--- config.mk ---
export PLATFORM = sky130hd
export DESIGN_NAME = refresh_sched
export DESIGN_NICKNAME = d
export VERILOG_FILES = /design/src/rtl/rs_pkg.sv /design/src/rtl/rs_interval.sv /design/src/rtl/rs_debt.sv /design/src/rtl/rs_rfc_gap.sv /design/src/rtl/rs_selfref.sv /design/src/rtl/refresh_sched.sv
export SDC_FILE = /design/constraint.sdc
export NUM_CORES = 1
export LEC_CHECK = 0
export ABC_CLOCK_PERIOD_IN_PS = 4600
export BUFFER_PORTS_ARGS = -buffer_cell sky130_fd_sc_hd__clkbuf_2
export CORE_ASPECT_RATIO = 0.5
export CORE_MARGIN = 2
export CORE_UTILIZATION = 45
export CTS_CLUSTER_DIAMETER = 150
export CTS_CLUSTER_SIZE = 25
export DETAILED_ROUTE_END_ITERATION = 10
export GPL_TIMING_DRIVEN = 0
export PLACE_DENSITY = 0.58
export SYNTH_ARGS = -nofsm -noshare
export SYNTH_HDL_FRONTEND = slang
export SYNTH_SLANG_ARGS = --single-unit
--- constraint.sdc ---
create_clock -name clk -period 4.6 [get_ports clk]
set_input_delay 0.46 -clock clk [delete_from_list [all_inputs] [get_ports clk]]
set_output_delay 0.46 -clock clk [all_outputs]
set_load 0.01 [all_outputs]
--- src/rtl/rs_pkg.sv ---
package rs_pkg;
  typedef enum logic {SR_RUN = 1'b0, SR_SLEEP = 1'b1} sr_mode_t;

  // Owed-refresh arithmetic: add the tick, take the grant, clip at the cap.
  function automatic int unsigned debt_step(int unsigned cur, logic up, logic down,
                                            int unsigned cap);
    int unsigned v;
    v = cur + (up ? 1 : 0);
    if (down && v != 0) v = v - 1;
    if (v > cap) v = cap;
    return v;
  endfunction

  // A post-exit window is open once the elapsed count reaches its limit.
  function automatic logic window_done(int unsigned elapsed, int unsigned limit);
    return elapsed >= limit;
  endfunction
endpackage

--- src/rtl/rs_interval.sv ---
module rs_interval #(
  parameter int unsigned INTERVAL_CYC = 1560
) (
  input  logic clk,
  input  logic rst_n,
  input  logic run,
  input  logic restart,
  output logic tick
);
  localparam int unsigned CNT_W = (INTERVAL_CYC > 2) ? $clog2(INTERVAL_CYC) : 1;
  localparam logic [CNT_W-1:0] LAST = CNT_W'(INTERVAL_CYC - 1);

  logic [CNT_W-1:0] cnt_q;

  assign tick = run && (cnt_q == LAST);

  always_ff @(posedge clk or negedge rst_n) begin
    if (!rst_n)       cnt_q <= '0;
    else if (restart) cnt_q <= '0;
    else if (run)     cnt_q <= tick ? '0 : cnt_q + 1'b1;
  end
endmodule

--- src/rtl/rs_debt.sv ---
module rs_debt #(
  parameter int unsigned MAX_DEBT = 8,
  parameter int unsigned DEBT_W   = 4
) (
  input  logic              clk,
  input  logic              rst_n,
  input  logic              tick,
  input  logic              take,
  input  logic              clear,
  output logic [DEBT_W-1:0] debt,
  output logic              full,
  output logic              owed
);
  import rs_pkg::*;

  logic [DEBT_W-1:0] debt_q;
  logic [DEBT_W-1:0] debt_d;

  always_comb debt_d = DEBT_W'(debt_step(int'(debt_q), tick, take, MAX_DEBT));

  always_ff @(posedge clk or negedge rst_n) begin
    if (!rst_n)     debt_q <= '0;
    else if (clear) debt_q <= '0;
    else            debt_q <= debt_d;
  end

  assign debt = debt_q;
  assign full = (debt_q == DEBT_W'(MAX_DEBT));
  assign owed = (debt_q != '0);
endmodule

--- src/rtl/rs_rfc_gap.sv ---
module rs_rfc_gap #(
  parameter int unsigned RFC_CYC = 14
) (
  input  logic clk,
  input  logic rst_n,
  input  logic start,
  output logic busy
);
  localparam int unsigned GAP_W = $clog2(RFC_CYC + 1);

  logic [GAP_W-1:0] left_q;

  always_ff @(posedge clk or negedge rst_n) begin
    if (!rst_n)              left_q <= '0;
    else if (start)          left_q <= GAP_W'(RFC_CYC);
    else if (left_q != '0)   left_q <= left_q - 1'b1;
  end

  assign busy = (left_q != '0);
endmodule

--- src/rtl/rs_selfref.sv ---
module rs_selfref #(
  parameter int unsigned XS_NONREAD_CYC = 15,
  parameter int unsigned XS_READ_CYC    = 200
) (
  input  logic clk,
  input  logic rst_n,
  input  logic enter_fire,
  input  logic exit_fire,
  output logic active,
  output logic nonread_ok,
  output logic read_ok
);
  import rs_pkg::*;
  localparam int unsigned POST_W = $clog2(XS_READ_CYC + 1);

  sr_mode_t          mode_q;
  logic [POST_W-1:0] post_q;

  always_ff @(posedge clk or negedge rst_n) begin
    if (!rst_n) begin
      mode_q <= SR_RUN;
      post_q <= POST_W'(XS_READ_CYC);
    end else if (enter_fire) begin
      mode_q <= SR_SLEEP;
    end else if (exit_fire) begin
      mode_q <= SR_RUN;
      post_q <= '0;
    end else if (post_q != POST_W'(XS_READ_CYC)) begin
      post_q <= post_q + 1'b1;
    end
  end

  assign active     = (mode_q == SR_SLEEP);
  assign nonread_ok = !active && window_done(int'(post_q), XS_NONREAD_CYC);
  assign read_ok    = !active && window_done(int'(post_q), XS_READ_CYC);
endmodule

--- src/rtl/refresh_sched.sv ---
module refresh_sched #(
  parameter int unsigned INTERVAL_CYC   = 1560,
  parameter int unsigned MAX_DEBT       = 8,
  parameter int unsigned RFC_CYC        = 14,
  parameter int unsigned XS_NONREAD_CYC = 15,
  parameter int unsigned XS_READ_CYC    = 200
) (
  input  logic clk,
  input  logic rst_n,
  input  logic banks_idle,
  input  logic ref_gnt,
  input  logic sr_enter_req,
  input  logic sr_exit_req,
  output logic ref_req,
  output logic ref_urgent,
  output logic sr_active,
  output logic nonread_ok,
  output logic read_ok
);
  localparam int unsigned DEBT_W = $clog2(MAX_DEBT + 1);

  // Named internal events, observed by the bound checker.
  logic              tick_ev;
  logic              grant_fire;
  logic              enter_fire;
  logic              exit_fire;
  logic              rfc_busy;
  logic              debt_full;
  logic              debt_owed;
  logic              quiet_ok;
  logic [DEBT_W-1:0] debt_level;

  assign quiet_ok   = banks_idle && !rfc_busy && nonread_ok;
  assign ref_req    = debt_owed && quiet_ok && !sr_active;
  assign grant_fire = ref_gnt && ref_req;
  assign enter_fire = sr_enter_req && quiet_ok && !sr_active && !grant_fire;
  assign exit_fire  = sr_exit_req && sr_active;
  assign ref_urgent = debt_full && !sr_active;

  rs_interval #(.INTERVAL_CYC(INTERVAL_CYC)) u_interval (
    .clk(clk), .rst_n(rst_n), .run(!sr_active), .restart(enter_fire), .tick(tick_ev)
  );

  rs_debt #(.MAX_DEBT(MAX_DEBT), .DEBT_W(DEBT_W)) u_debt (
    .clk(clk), .rst_n(rst_n), .tick(tick_ev), .take(grant_fire), .clear(enter_fire),
    .debt(debt_level), .full(debt_full), .owed(debt_owed)
  );

  rs_rfc_gap #(.RFC_CYC(RFC_CYC)) u_gap (
    .clk(clk), .rst_n(rst_n), .start(grant_fire), .busy(rfc_busy)
  );

  rs_selfref #(.XS_NONREAD_CYC(XS_NONREAD_CYC), .XS_READ_CYC(XS_READ_CYC)) u_sr (
    .clk(clk), .rst_n(rst_n), .enter_fire(enter_fire), .exit_fire(exit_fire),
    .active(sr_active), .nonread_ok(nonread_ok), .read_ok(read_ok)
  );
endmodule

==> Word level (Yosys, flattened, before mapping) <==
Cells that the tools add are included.
{ "totals": {"n_memories": 0, "input_bits": 6, "romBits": 0, "wordCells": 55, "ramBits": 0, "register_bits": 28, "output_inout_bits": 5, "latchBits": 0} }
{ "classes": {"addsub": 5, "n_lt_le_gt_ge": 3, "n_div": 0, "n_bitwise": 1, "multipliers": 0, "shift": 0, "n_eq_ne": 4, "n_reduce_logical": 24, "muxes": 13} }
{ "ops": {"columns": ["operator", "n"], "rows": [
  ["$mux W11", 3],
  ["$add A4 B32 Y32", 1],
  ["$gt A32 B4 Y1 const B", 1],
  ["$mux W32", 1],
  ["$reduce_bool A32 Y1", 1],
  ["$sub A32 B1 Y32 const B", 1],
  ["$mux W4", 4],
  ["$mux W8", 2],
  ["$logic_and A1 B1 Y1", 14],
  ["$add A11 B1 Y11 const B", 1],
  ["$eq A11 B11 Y1 const B", 1],
  ["$add A8 B1 Y8 const B", 1],
  ["$ge A8 B4 Y1 const B", 1],
  ["$ge A8 B8 Y1 const B", 1],
  ["$ne A8 B8 Y1 const B", 1],
  ["$reduce_bool A4 Y1", 2],
  ["$reduce_bool A2 Y1", 3],
  ["$eq A4 B4 Y1 const B", 1],
  ["$sub A4 B1 Y4 const B", 1],
  ["$logic_not A1 Y1", 3],
  ["$mux W1", 3],
  ["$ne A2 B2 Y1 const B", 1],
  ["$reduce_and A2 Y1", 1],
  ["$not A1 Y1", 1]
]} }

==> Depth between registers and ports, before layout <==
Gate-level depths: netlist of the first run.
{ "depth": {"depth_word": 12, "depth_mapped": 15, "depth_no_buf": 14} }

==> Modules after synthesis <==
Synthesis of the first run repeated with hierarchy kept, for this count alone.
{ "hier_totals": {"cells_unflattened": 228, "hier_area_um2": 2107.0} }
{ "modules_own_cells": {"columns": ["module", "area_each_um2", "cells_each", "instances", "seq_area_each_um2"], "rows": [
  ["rs_debt", 610.6, 69, 1, 100.1],
  ["rs_selfref", 600.6, 66, 1, 229.0],
  ["rs_interval", 589.3, 61, 1, 275.3],
  ["rs_rfc_gap", 250.2, 24, 1, 100.1],
  ["refresh_sched", 56.3, 8, 1, 0.0]
]} }

==> Worst setup path after synthesis of the first run <==
No wires, ideal clock.
{ "synth_timing": {"path_kind": "register to register", "from": "reg u_sr.mode_q (netlist: u_sr.active)", "to": "reg u_debt.debt_q[3] (netlist: u_debt.debt[3])", "stages_incl_launch_ff": 16, "setup_slack_ns": 1.552, "arrival_time_ns": 2.929, "required_ns": 4.481, "n_path_buf": 1, "setup_ns": 0.119, "synth_period_minus_slack_ns": 3.048, "path_cell_list": "dfrtp_1 > clkbuf_1 > inv_1 > and3_1 > and4_1 > ha_1 > ha_1 > inv_1 > ha_1 > inv_1 > nor2_1 > ha_1 > nand2b_1 > a2111oi_2 > a21oi_1 > and2_1"} }
{ "synth_via": {"elab_chain_cells": 11, "elab_cells_between_ends": 20, "cone_classes": "add/sub: 2; order compare: 1; mux: 4; reduce/logical: 13"} }
{ "synth_lines": {"columns": ["element", "line", "source"], "rows": [
  ["from (decl)", "rs_selfref.sv:16", "sr_mode_t mode_q;"],
  ["from (signal assigned)", "rs_selfref.sv:21", "mode_q <= SR_RUN;"],
  ["from (signal assigned)", "rs_selfref.sv:24", "mode_q <= SR_SLEEP;"],
  ["from (signal assigned)", "rs_selfref.sv:26", "mode_q <= SR_RUN;"],
  ["$logic_not A1 Y1 *", null, null],
  ["parallel branches: the longest is 9 deep, another holds $add A4 B32 Y32", null, null],
  ["$mux W4 *", "rs_debt.sv:23", "else if (clear) debt_q <= '0;"],
  ["to (signal assigned)", "rs_debt.sv:24", "else debt_q <= debt_d;"],
  ["to (decl)", "rs_debt.sv:16", "logic [DEBT_W-1:0] debt_q;"]
]} }
Every way passes the cells marked *.
A chain may end at the register's enable or synchronous reset.

==> Worst setup path in the final report of the first run <==
{ "layout_timing": {"from": "reg u_sr.mode_q (netlist: u_sr.active)", "to": "reg u_debt.debt_q[2] (netlist: u_debt.debt[2])"} }
Same word-level chain as after synthesis.

==> flow_metrics.env, run 1 <==
export IMPL_status="finished, final reports clean"
export IMPL_ys_seq_area_frac=0.398
export IMPL_hold_class="primary input to async pin"
export IMPL_power_switching_share=0.407
export IMPL_reg2reg_slack_ps=1190
export IMPL_pwr_share_clk=0.135
export IMPL_critPathKind="flop to flop"
export IMPL_core_mm2=0.00384
export IMPL_setup_worst_path_start="u_sr.active$_DFFE_PN0P_"
export IMPL_cap_violations=0
export IMPL_drtIter0Drc=33
export IMPL_power_switching_uw=457
export IMPL_crit_path_max_incr_delay_ps=390
export IMPL_required_ps=4800
export IMPL_drc=0
export IMPL_clock_root_buffer="clkbuf_8"
export IMPL_cts_buffers=3
export IMPL_cts_tree="built"
export IMPL_routed_wl_um=3330
export IMPL_first_pass_iters=4
export IMPL_grt_pass1_wl_um=6040
export IMPL_synth_top_cell_by_area="dfrtp_1"
export IMPL_fill_cells=379
export IMPL_path_max_fanout=9
export IMPL_syn_to_final_growth_pct=9.75
export IMPL_synth_area_leaders="dfrtp_1 35%, ha_1 7.1%, xor2_1 6.9%"
export IMPL_yosysMostFrequentCell="nor2_1"
export IMPL_portBuffers=10
export IMPL_power_uw=1130
export IMPL_ir_drop_mv=0.205
export IMPL_hold_viol=0
export IMPL_die_height_um=48.4
export IMPL_dp_slack_ps=1180
export IMPL_synth_cells=196
export IMPL_regToRegStartpoint="u_sr.active$_DFFE_PN0P_"
export IMPL_n_antenna_cell=0
export IMPL_cts_resized=0
export IMPL_rows=16
export IMPL_synth_async_sr_flop_share=1.00
export IMPL_critical_path_top_delay_family="adder cells"
export IMPL_cts_setup_buffers=0
export IMPL_slew_violations=0
export IMPL_synth_area_per_cell_um2=9.04
export IMPL_antenna_found_initial=0
export IMPL_dieArea_mm2=0.00449
export IMPL_path_depth=15
export IMPL_grt_max_degree=29
export IMPL_skew_ps=3.49
export IMPL_synth_nets=212
export IMPL_grt_usage=0.167
export IMPL_fin_util=0.506
export IMPL_crit_buf_inv=4
export IMPL_htreeDepth=1
export IMPL_p_leak_uw=0.000863
export IMPL_synth_top_area_share=0.353
export IMPL_io_pins=11
export IMPL_cp_start_kind="flop"
export IMPL_arrival_ps=3600
export IMPL_crit_path_end_kind="flop"
export IMPL_fin_ws_ps=1190
export IMPL_synth_edf_count=0
export IMPL_relSlewSlack=0.524
export IMPL_ys_top_cells_by_count="26 x nor2_1, 25 x dfrtp_1, 17 x nand2_1, 14 x xor2_1, 13 x inv_1"
export IMPL_slowest_stage="clkbuf_1"
export IMPL_clock_sinks=28
export IMPL_synth_flop_cell="dfrtp_1"
export IMPL_dp_hpwl_um=2500
export IMPL_yosys_warnings=0
export IMPL_p_int_uw=668
export IMPL_rr_endpoint="u_debt.debt[2]$_DFF_PN0_"
export IMPL_cellPowerDensity_mw_per_mm2=579
export IMPL_critPathCapture="u_debt.debt[2]$_DFF_PN0_"
export IMPL_grt_ovfl_total=0
export IMPL_vias=1380
export IMPL_setup_tns_ps=0
export IMPL_finalWeightedCongestion=0.882
export IMPL_nets=227
export IMPL_cts_buffer_depth=2
export IMPL_setup_viol=0
export IMPL_cts_hold_buf=0
export IMPL_die_w_um=92.7
export IMPL_synth_seq_cells=28
export IMPL_ff2ff_path_depth=15
export IMPL_period_share=0.741
export IMPL_yosysUniqueCellTypes=38
export IMPL_cp_common_cell="ha_1"
export IMPL_initial_core_util=0.461
export IMPL_period_needed_ps=3410
export IMPL_pwr_share_seq=0.428
export IMPL_worst_pin_slew_ps=713
export IMPL_syn_cell_area_mm2=0.00177
export IMPL_fmax_mhz=294
export IMPL_cts_clk_slew_worst_paths_ps=90
export IMPL_rsz0062_at_grt="no"
export IMPL_drive_gt1_frac=0.119
export IMPL_viasPerCell=5.23
export IMPL_grt_pass1_vias=1321
export IMPL_p_comb_frac=0.437
export IMPL_clk_latency_ps=270
export IMPL_ant_nets=0
export IMPL_wl_per_cell_um=12.6
export IMPL_cp_cell_sequence="clkbuf_1 > inv_1 > and3_1 > and4_1 > ha_1 > ha_1 > inv_1 > ha_1 > inv_1 > nor2_1 > ha_1 > nand2b_1 > a2111oi_2 > a21oi_1 > nor3_1"
-- registers in the layout, indices dropped and copies added, names as in the netlist --
name              cells
u_interval.cnt_q     11
u_sr.post_q           8
u_debt.debt           4
u_gap.left_q          4
u_sr.active           1
-- per-stage QoR --
step | hold WS (ps) | instances | instance area [um2]
finish | 216 | 264 | 1940
detailed placement | 514 | 260 | 1890
floorplan | 164 | 196 | 1770
global placement | 502 | 260 | 1890
global route | 276 | 264 | 1940
CTS | 241 | 264 | 1940
-- worst min-delay path by stage --
stage	startpoint	endpoint	slack, ps
6_report	rst_n	u_sr.post_q[5]$_DFFE_PN0P_	220
3_5_place_dp	u_interval.cnt_q[1]$_DFFE_PN0P_	u_interval.cnt_q[1]$_DFFE_PN0P_	510
5_1_grt	rst_n	u_sr.post_q[5]$_DFFE_PN0P_	280
4_1_cts	rst_n	u_gap.left_q[2]$_DFFE_PN0P_	240
3_3_place_gp	u_interval.cnt_q[1]$_DFFE_PN0P_	u_interval.cnt_q[1]$_DFFE_PN0P_	500
2_1_floorplan	rst_n	u_debt.debt[0]$_DFF_PN0_	160
-- power by group through the flow --
stage	logic, uW	clock network, uW	registers [uW]
CTS	497	160	482
global route	572	172	504
finish	492	152	481
global placement	481	0	482
floorplan	404	0	456
detailed placement	494	0	487
-- routing by layer --
layer	vias to the layer above	wire [um]	track usage
li1	700	-	-
met1	660	1780	0.241
met2	15	1410	0.258
met3	5	115	0.0436
met4	0	21	0.0294
met5	-	0	0
-- kinds of logic (layout without fill, tap and decap cells) --
group	Yosys count	after routing	synth area share
buf+inv	19	33	0.0410
compound gates	21	21	0.105
xor+xnor	21	21	0.104
flops	28	28	0.398
simple gates	97	97	0.282
fa+ha+maj	10	10	0.0706
-- layout make-up --
cell class / count / area (um2) / area share
tap: 54 / 67.6 / 0.0347
timing repair buffer: 10 / 50.0 / 0.0257
clock buffer: 4 / 55.1 / 0.0283
buffer: 6 / 23.8 / 0.0122
multi-input combinational: 149 / 995 / 0.512
sequential: 28 / 704 / 0.362
inverter: 13 / 48.8 / 0.0251
-- cell usage in the layout (no fill, tap or decap), types with 3 or more instances in the layout --
cell type and count:
nor2b_1 3, nand2b_1 4, nor2_1 26, a21oi_1 7
clkbuf_1 5, clkbuf_8 4, nand3b_1 3, nand2_1 17
dfstp_2 3, xor2_1 14, and3_1 6, clkbuf_2 10
ha_1 10, nand3_1 4, dfrtp_1 25, nand4_1 7
and2_1 4, inv_1 13, xnor2_1 7, o21ai_0 4
nor3_1 10
Power figures use the tool's default switching activity.
==> inputs of run 2 (changes only) <==
- ABC_CLOCK_PERIOD_IN_PS: 4600 -> 3600
- clock period: 4.6 -> 3.6 ns (I/O delays scaled with it)
==> flow_metrics.env, run 2 (synthesis gave the netlist of run 1 again) <==
export IMPL_status="finished, final reports clean"
export IMPL_n_antenna_cell=0
export IMPL_regMostFlops="u_interval.cnt_q"
export IMPL_relSlewSlack=0.525
export IMPL_crit_path_end_kind="flop"
export IMPL_layout_commonest_cell="nor2_1"
export IMPL_antenna_found_initial=0
export IMPL_drive_gt1_frac=0.120
export IMPL_cts_tree="built"
export IMPL_routed_wl_um=3330
export IMPL_clk_latency_ps=270
export IMPL_htreeDepth=1
export IMPL_worst_pin_slew_ps=713
export IMPL_reg2reg_slack_ps=370
export IMPL_required_ps=3800
export IMPL_rsz0062_at_grt="no"
export IMPL_cp_common_cell="ha_1"
export IMPL_dp_hpwl_um=2500
export IMPL_vias=1373
export IMPL_die_height_um=48.4
export IMPL_final_cell_area_mm2=0.00194
export IMPL_period_share=0.896
export IMPL_slowest_stage="dfrtp_1"
export IMPL_grt_pass1_vias=1321
export IMPL_setup_worst_path_start="u_sr.active$_DFFE_PN0P_"
export IMPL_hold_viol=0
export IMPL_cp_start_kind="flop"
export IMPL_reg_top3="u_interval.cnt_q x11, u_sr.post_q x8"
export IMPL_dp_cells=260
export IMPL_period_needed_ps=3230
export IMPL_fill_cells=379
export IMPL_hold_class="primary input to async pin"
export IMPL_setup_tns_ps=0
export IMPL_critPathKind="flop to flop"
export IMPL_core_mm2=0.00384
export IMPL_ant_nets=0
export IMPL_rr_endpoint="u_debt.debt[2]$_DFF_PN0_"
export IMPL_rows=16
export IMPL_cellPowerDensity_mw_per_mm2=740
export IMPL_wl_per_cell_um=12.6
export IMPL_path_max_fanout=10
export IMPL_grt_busiest_layer="met2"
export IMPL_ir_drop_mv=0.261
export IMPL_grt_usage=0.167
export IMPL_placed_cell_area_mm2=0.00189
export IMPL_met1_usage=0.241
export IMPL_dieArea_mm2=0.00449
export IMPL_layoutNonFillerInstCount=263
export IMPL_regToRegStartpoint="u_sr.active$_DFFE_PN0P_"
export IMPL_grt_pass1_wl_um=6040
export IMPL_clock_root_buffer="clkbuf_8"
export IMPL_largest_reg_flops=11
export IMPL_syn_to_final_growth_pct=9.53
export IMPL_setup_viol=0
export IMPL_fmax_mhz=310
export IMPL_final_cell_mix="26 x nor2_1, 25 x dfrtp_1, 17 x nand2_1"
export IMPL_cp_cell_sequence="inv_1 > and3_1 > and4_1 > ha_1 > ha_1 > inv_1 > ha_1 > inv_1 > nor2_1 > ha_1 > nand2b_1 > a2111oi_2 > a21oi_1 > nor3_1"
export IMPL_portBuffers=10
export IMPL_grt_use_met2=0.258
export IMPL_grt_max_degree=29
export IMPL_critPathCapture="u_debt.debt[2]$_DFF_PN0_"
export IMPL_first_pass_iters=4
export IMPL_p_leak_uw=0.000861
export IMPL_cts_resized=0
export IMPL_cts_clk_slew_worst_paths_ps=90
export IMPL_clock_sinks=28
export IMPL_ff2ff_path_depth=14
export IMPL_use_met3=0.0436
export IMPL_cap_violations=0
export IMPL_crit_path_max_incr_delay_ps=590
export IMPL_drtIter0Drc=35
export IMPL_nets=226
export IMPL_cts_buffers=3
export IMPL_io_pins=11
export IMPL_cts_hold_buf=0
export IMPL_cts_setup_buffers=0
export IMPL_skew_ps=3.16
export IMPL_slew_violations=0
export IMPL_initial_core_util=0.461
export IMPL_cts_buffer_depth=2
export IMPL_grt_ovfl_total=0
export IMPL_finalWeightedCongestion=0.882
export IMPL_arrival_ps=3420
export IMPL_die_w_um=92.7
export IMPL_viasPerCell=5.22
export IMPL_drc=0
run 2: per-stage QoR:
stage	hold WS, ps	util	power (uW)	setup slack [ps]
2_1_floorplan	64.4	-	1100	552
3_3_place_gp	450	0.492	1230	215
3_5_place_dp	454	0.492	1250	179
4_1_cts	141	0.506	1460	140
5_1_grt	176	0.505	1590	39.1
6_report	117	0.505	1440	373
run 2: worst max-delay path: cells and delay by family, from the launching register on:
family / cells / cell delay, ps
simple gates: 5 / 800
fa+ha+maj: 4 / 1050
flops: 1 / 590
compound gates: 2 / 380
buf+inv: 3 / 330
run 2: layout make-up:
| cell class | instances | area, um2 | area share |
|---|---|---|---|
| multi-input cells | 149 | 995 | 0.513 |
| flip-flops and latches | 28 | 704 | 0.363 |
| well taps | 54 | 67.6 | 0.0348 |
| clock buffers | 4 | 55.1 | 0.0284 |
| repair buffers | 10 | 50.0 | 0.0258 |
| inverters | 13 | 48.8 | 0.0251 |
| plain buffers | 5 | 20.0 | 0.0103 |
run 2: power by group:
| part | internal [uW] | leakage, uW | switching (uW) | total, uW |
|---|---|---|---|---|
| logic | 288 | 0.000504 | 335 | 623 |
| registers | 467 | 0.000329 | 152 | 619 |
| clock network | 98.0 | 0.0000288 | 96.5 | 195 |
run 2: worst min path at each step:
stage,startpoint,depth (start not counted),to
after CTS,rst_n,1,u_gap.left_q[2]$_DFFE_PN0P_
final,rst_n,1,u_sr.post_q[5]$_DFFE_PN0P_
after global routing,rst_n,1,u_sr.post_q[5]$_DFFE_PN0P_
after floorplan,rst_n,0,u_debt.debt[0]$_DFF_PN0_
after global placement,rst_n,1,u_sr.post_q[5]$_DFFE_PN0P_
after detailed placement,rst_n,1,u_sr.post_q[5]$_DFFE_PN0P_
run 2: layer usage:
metal | up-vias | part of all wire | wire (um)
li1 | 697 | - | -
met1 | 658 | 0.54 | 1780
met2 | 13 | 0.43 | 1420
met3 | 5 | 0.032 | 106
met4 | 0 | 0.0063 | 21
met5 | - | 0 | 0
==> inputs of run 3 (changes only) <==
--- a/config.mk
+++ b/config.mk
@@ -17,2 +17,4 @@
 export PLACE_DENSITY = 0.58
+export RECOVER_POWER = 100
+export REMOVE_ABC_BUFFERS = 1
 export SYNTH_ARGS = -nofsm -noshare
==> constraint.sdc (replaced) <==
create_clock -name clk -period 3.6 [get_ports clk]
set_input_delay 0.72 -clock clk [delete_from_list [all_inputs] [get_ports clk]]
set_output_delay 0.72 -clock clk [all_outputs]
set_load 0.01 [all_outputs]
==> flow_metrics.env, run 3 (synthesis gave the netlist of run 1 again) <==
export IMPL_path_max_fanout=10
export IMPL_viasPerCell=5.19
export IMPL_regMostFlops="u_interval.cnt_q"
export IMPL_cts_setup_buffers=0
export IMPL_required_ps=3790
export IMPL_arrival_ps=3470
export IMPL_clk_latency_ps=280
export IMPL_cts_tree="built"
export IMPL_finalWeightedCongestion=0.800
export IMPL_grt_pass1_vias=1353
export IMPL_io_pins=11
export IMPL_clock_root_buffer="clkbuf_8"
export IMPL_multi_input_area_um2=992
export IMPL_layout_commonest_cell="nor2_1"
export IMPL_hold_viol=0
export IMPL_htreeDepth=1
export IMPL_crit_path_max_incr_delay_ps=600
export IMPL_seqCellArea_um2=704
export IMPL_grt_pass1_wl_um=5950
export IMPL_dp_slack_ps=344
export IMPL_reg_top3="u_interval.cnt_q x11, u_sr.post_q x8"
export IMPL_cp_cell_sequence="inv_1 > and3_1 > and4_1 > ha_1 > ha_1 > inv_1 > ha_1 > inv_1 > nor2_1 > ha_1 > nand2b_1 > a2111oi_2 > a21oi_1 > nor3_1"
export IMPL_fmax_mhz=305
export IMPL_p_int_uw=891
export IMPL_whs_ps=531
export IMPL_dp_hpwl_um=2390
export IMPL_cp_common_cell="ha_1"
export IMPL_die_w_um=92.7
export IMPL_die_height_um=48.4
export IMPL_cap_violations=1
export IMPL_core_mm2=0.00384
export IMPL_cellPowerDensity_mw_per_mm2=761
export IMPL_rsz0062_at_grt="no"
export IMPL_setup_tns_ps=0
export IMPL_pwr_share_seq=0.429
export IMPL_fin_ws_ps=325
export IMPL_violations="max-capacitance violations"
export IMPL_drive_gt1_frac=0.0833
export IMPL_portBuffers=10
export IMPL_hold_class="flop to flop"
export IMPL_syn_to_final_growth_pct=8.76
export IMPL_initial_core_util=0.461
export IMPL_power_switching_share=0.393
export IMPL_worst_pin_slew_ps=1500
export IMPL_final_cell_area_mm2=0.00193
export IMPL_clock_sinks=28
export IMPL_cts_clk_slew_worst_paths_ps=100
export IMPL_dieArea_mm2=0.00449
export IMPL_nets=221
export IMPL_crit_path_end_kind="flop"
export IMPL_routed_wl_um=3190
export IMPL_relSlewSlack=0.00245
export IMPL_pwr_share_clk=0.169
export IMPL_rows=16
export IMPL_drtIter0Drc=33
export IMPL_ant_nets=0
export IMPL_grt_usage=0.164
export IMPL_grt_max_degree=29
export IMPL_power_uw=1470
export IMPL_largest_reg_flops=11
export IMPL_cts_buffers=3
export IMPL_drc=0
export IMPL_n_antenna_cell=0
export IMPL_final_cell_mix="26 x nor2_1, 25 x dfrtp_1, 17 x nand2_1"
export IMPL_period_needed_ps=3280
export IMPL_p_leak_uw=0.000841
export IMPL_slew_violations=0
export IMPL_vias=1338
export IMPL_period_share=0.910
export IMPL_skew_ps=8.71
export IMPL_p_comb_frac=0.402
export IMPL_cts_resized=0
export IMPL_cts_hold_buf=0
export IMPL_fill_cells=383
export IMPL_antenna_found_initial=0
export IMPL_first_pass_iters=5
export IMPL_wl_per_cell_um=12.3
export IMPL_reg2reg_slack_ps=320
export IMPL_setup_viol=0
export IMPL_placed_cell_area_mm2=0.00187
export IMPL_power_switching_uw=576
export IMPL_cts_buffer_depth=2
export IMPL_grt_ovfl_total=0
export IMPL_ir_drop_mv=0.239
export IMPL_slowest_stage="dfrtp_1"
export IMPL_critPathKind="flop to flop"
export IMPL_cp_start_kind="flop"
export IMPL_status="finished, violations left"
-- run 3: cell count changes in the layout (fill, tap and decap cells not counted) --
cell / previous run / this run
buf_2: 1 / 0
bufinv_16: 0 / 1
or3b_1: 0 / 1
clkbuf_1: 4 / 6
clkbuf_8: 4 / 3
clkbuf_2: 10 / 4
or3b_4: 1 / 0
-- run 3: metal layers --
metal  vias to the layer above  global-route usage  part of all wire
li1                        686                   -                 -
met5                         -                   0                 0
met3                         2              0.0374             0.023
met2                        14               0.279              0.45
met4                         0              0.0294            0.0031
met1                       636               0.221              0.53
-- run 3: area by class of cell --
class,count,share of cell area
sequential,28,0.366
tap,54,0.0351
clock inverter,1,0.0156
inverter,13,0.0253
clock buffer,3,0.0214
multi-input combinational,149,0.515
timing repair buffer,10,0.0221
-- run 3: worst paths after layout --
kind,from,endpoint,depth (start not counted)
max,u_sr.active$_DFFE_PN0P_,u_debt.debt[2]$_DFF_PN0_,14
min,u_interval.cnt_q[1]$_DFFE_PN0P_,u_interval.cnt_q[1]$_DFFE_PN0P_,2
max reg2reg,u_sr.active$_DFFE_PN0P_,u_debt.debt[2]$_DFF_PN0_,14
min reg2reg,u_interval.cnt_q[1]$_DFFE_PN0P_,u_interval.cnt_q[1]$_DFFE_PN0P_,2
max in group asynchronous,rst_n,u_interval.cnt_q[6]$_DFFE_PN0P_,1
min in group asynchronous,rst_n,u_sr.post_q[5]$_DFFE_PN0P_,1
-- run 3: power by group through the flow --
stage          logic, uW  registers, uW  clock network (uW)
2_1_floorplan        496            597                   0
3_3_place_gp         591            633                   0
3_5_place_dp         606            634                   0
4_1_cts              608            629                 257
5_1_grt              709            661                 270
6_report             589            629                 248
-- run 3: per-stage QoR --
stage / instances / util
after floorplan: 190 / -
after global placement: 254 / 0.485
after detailed placement: 254 / 0.485
after CTS: 258 / 0.504
after global routing: 258 / 0.501
final: 258 / 0.501
-- run 3: critical path, delay by kind of cell, from the launching register on --
family,cells,cell delay [ps]
simple gates,5,800
flops,1,600
compound gates,2,380
fa+ha+maj,4,1050
buf+inv,3,360
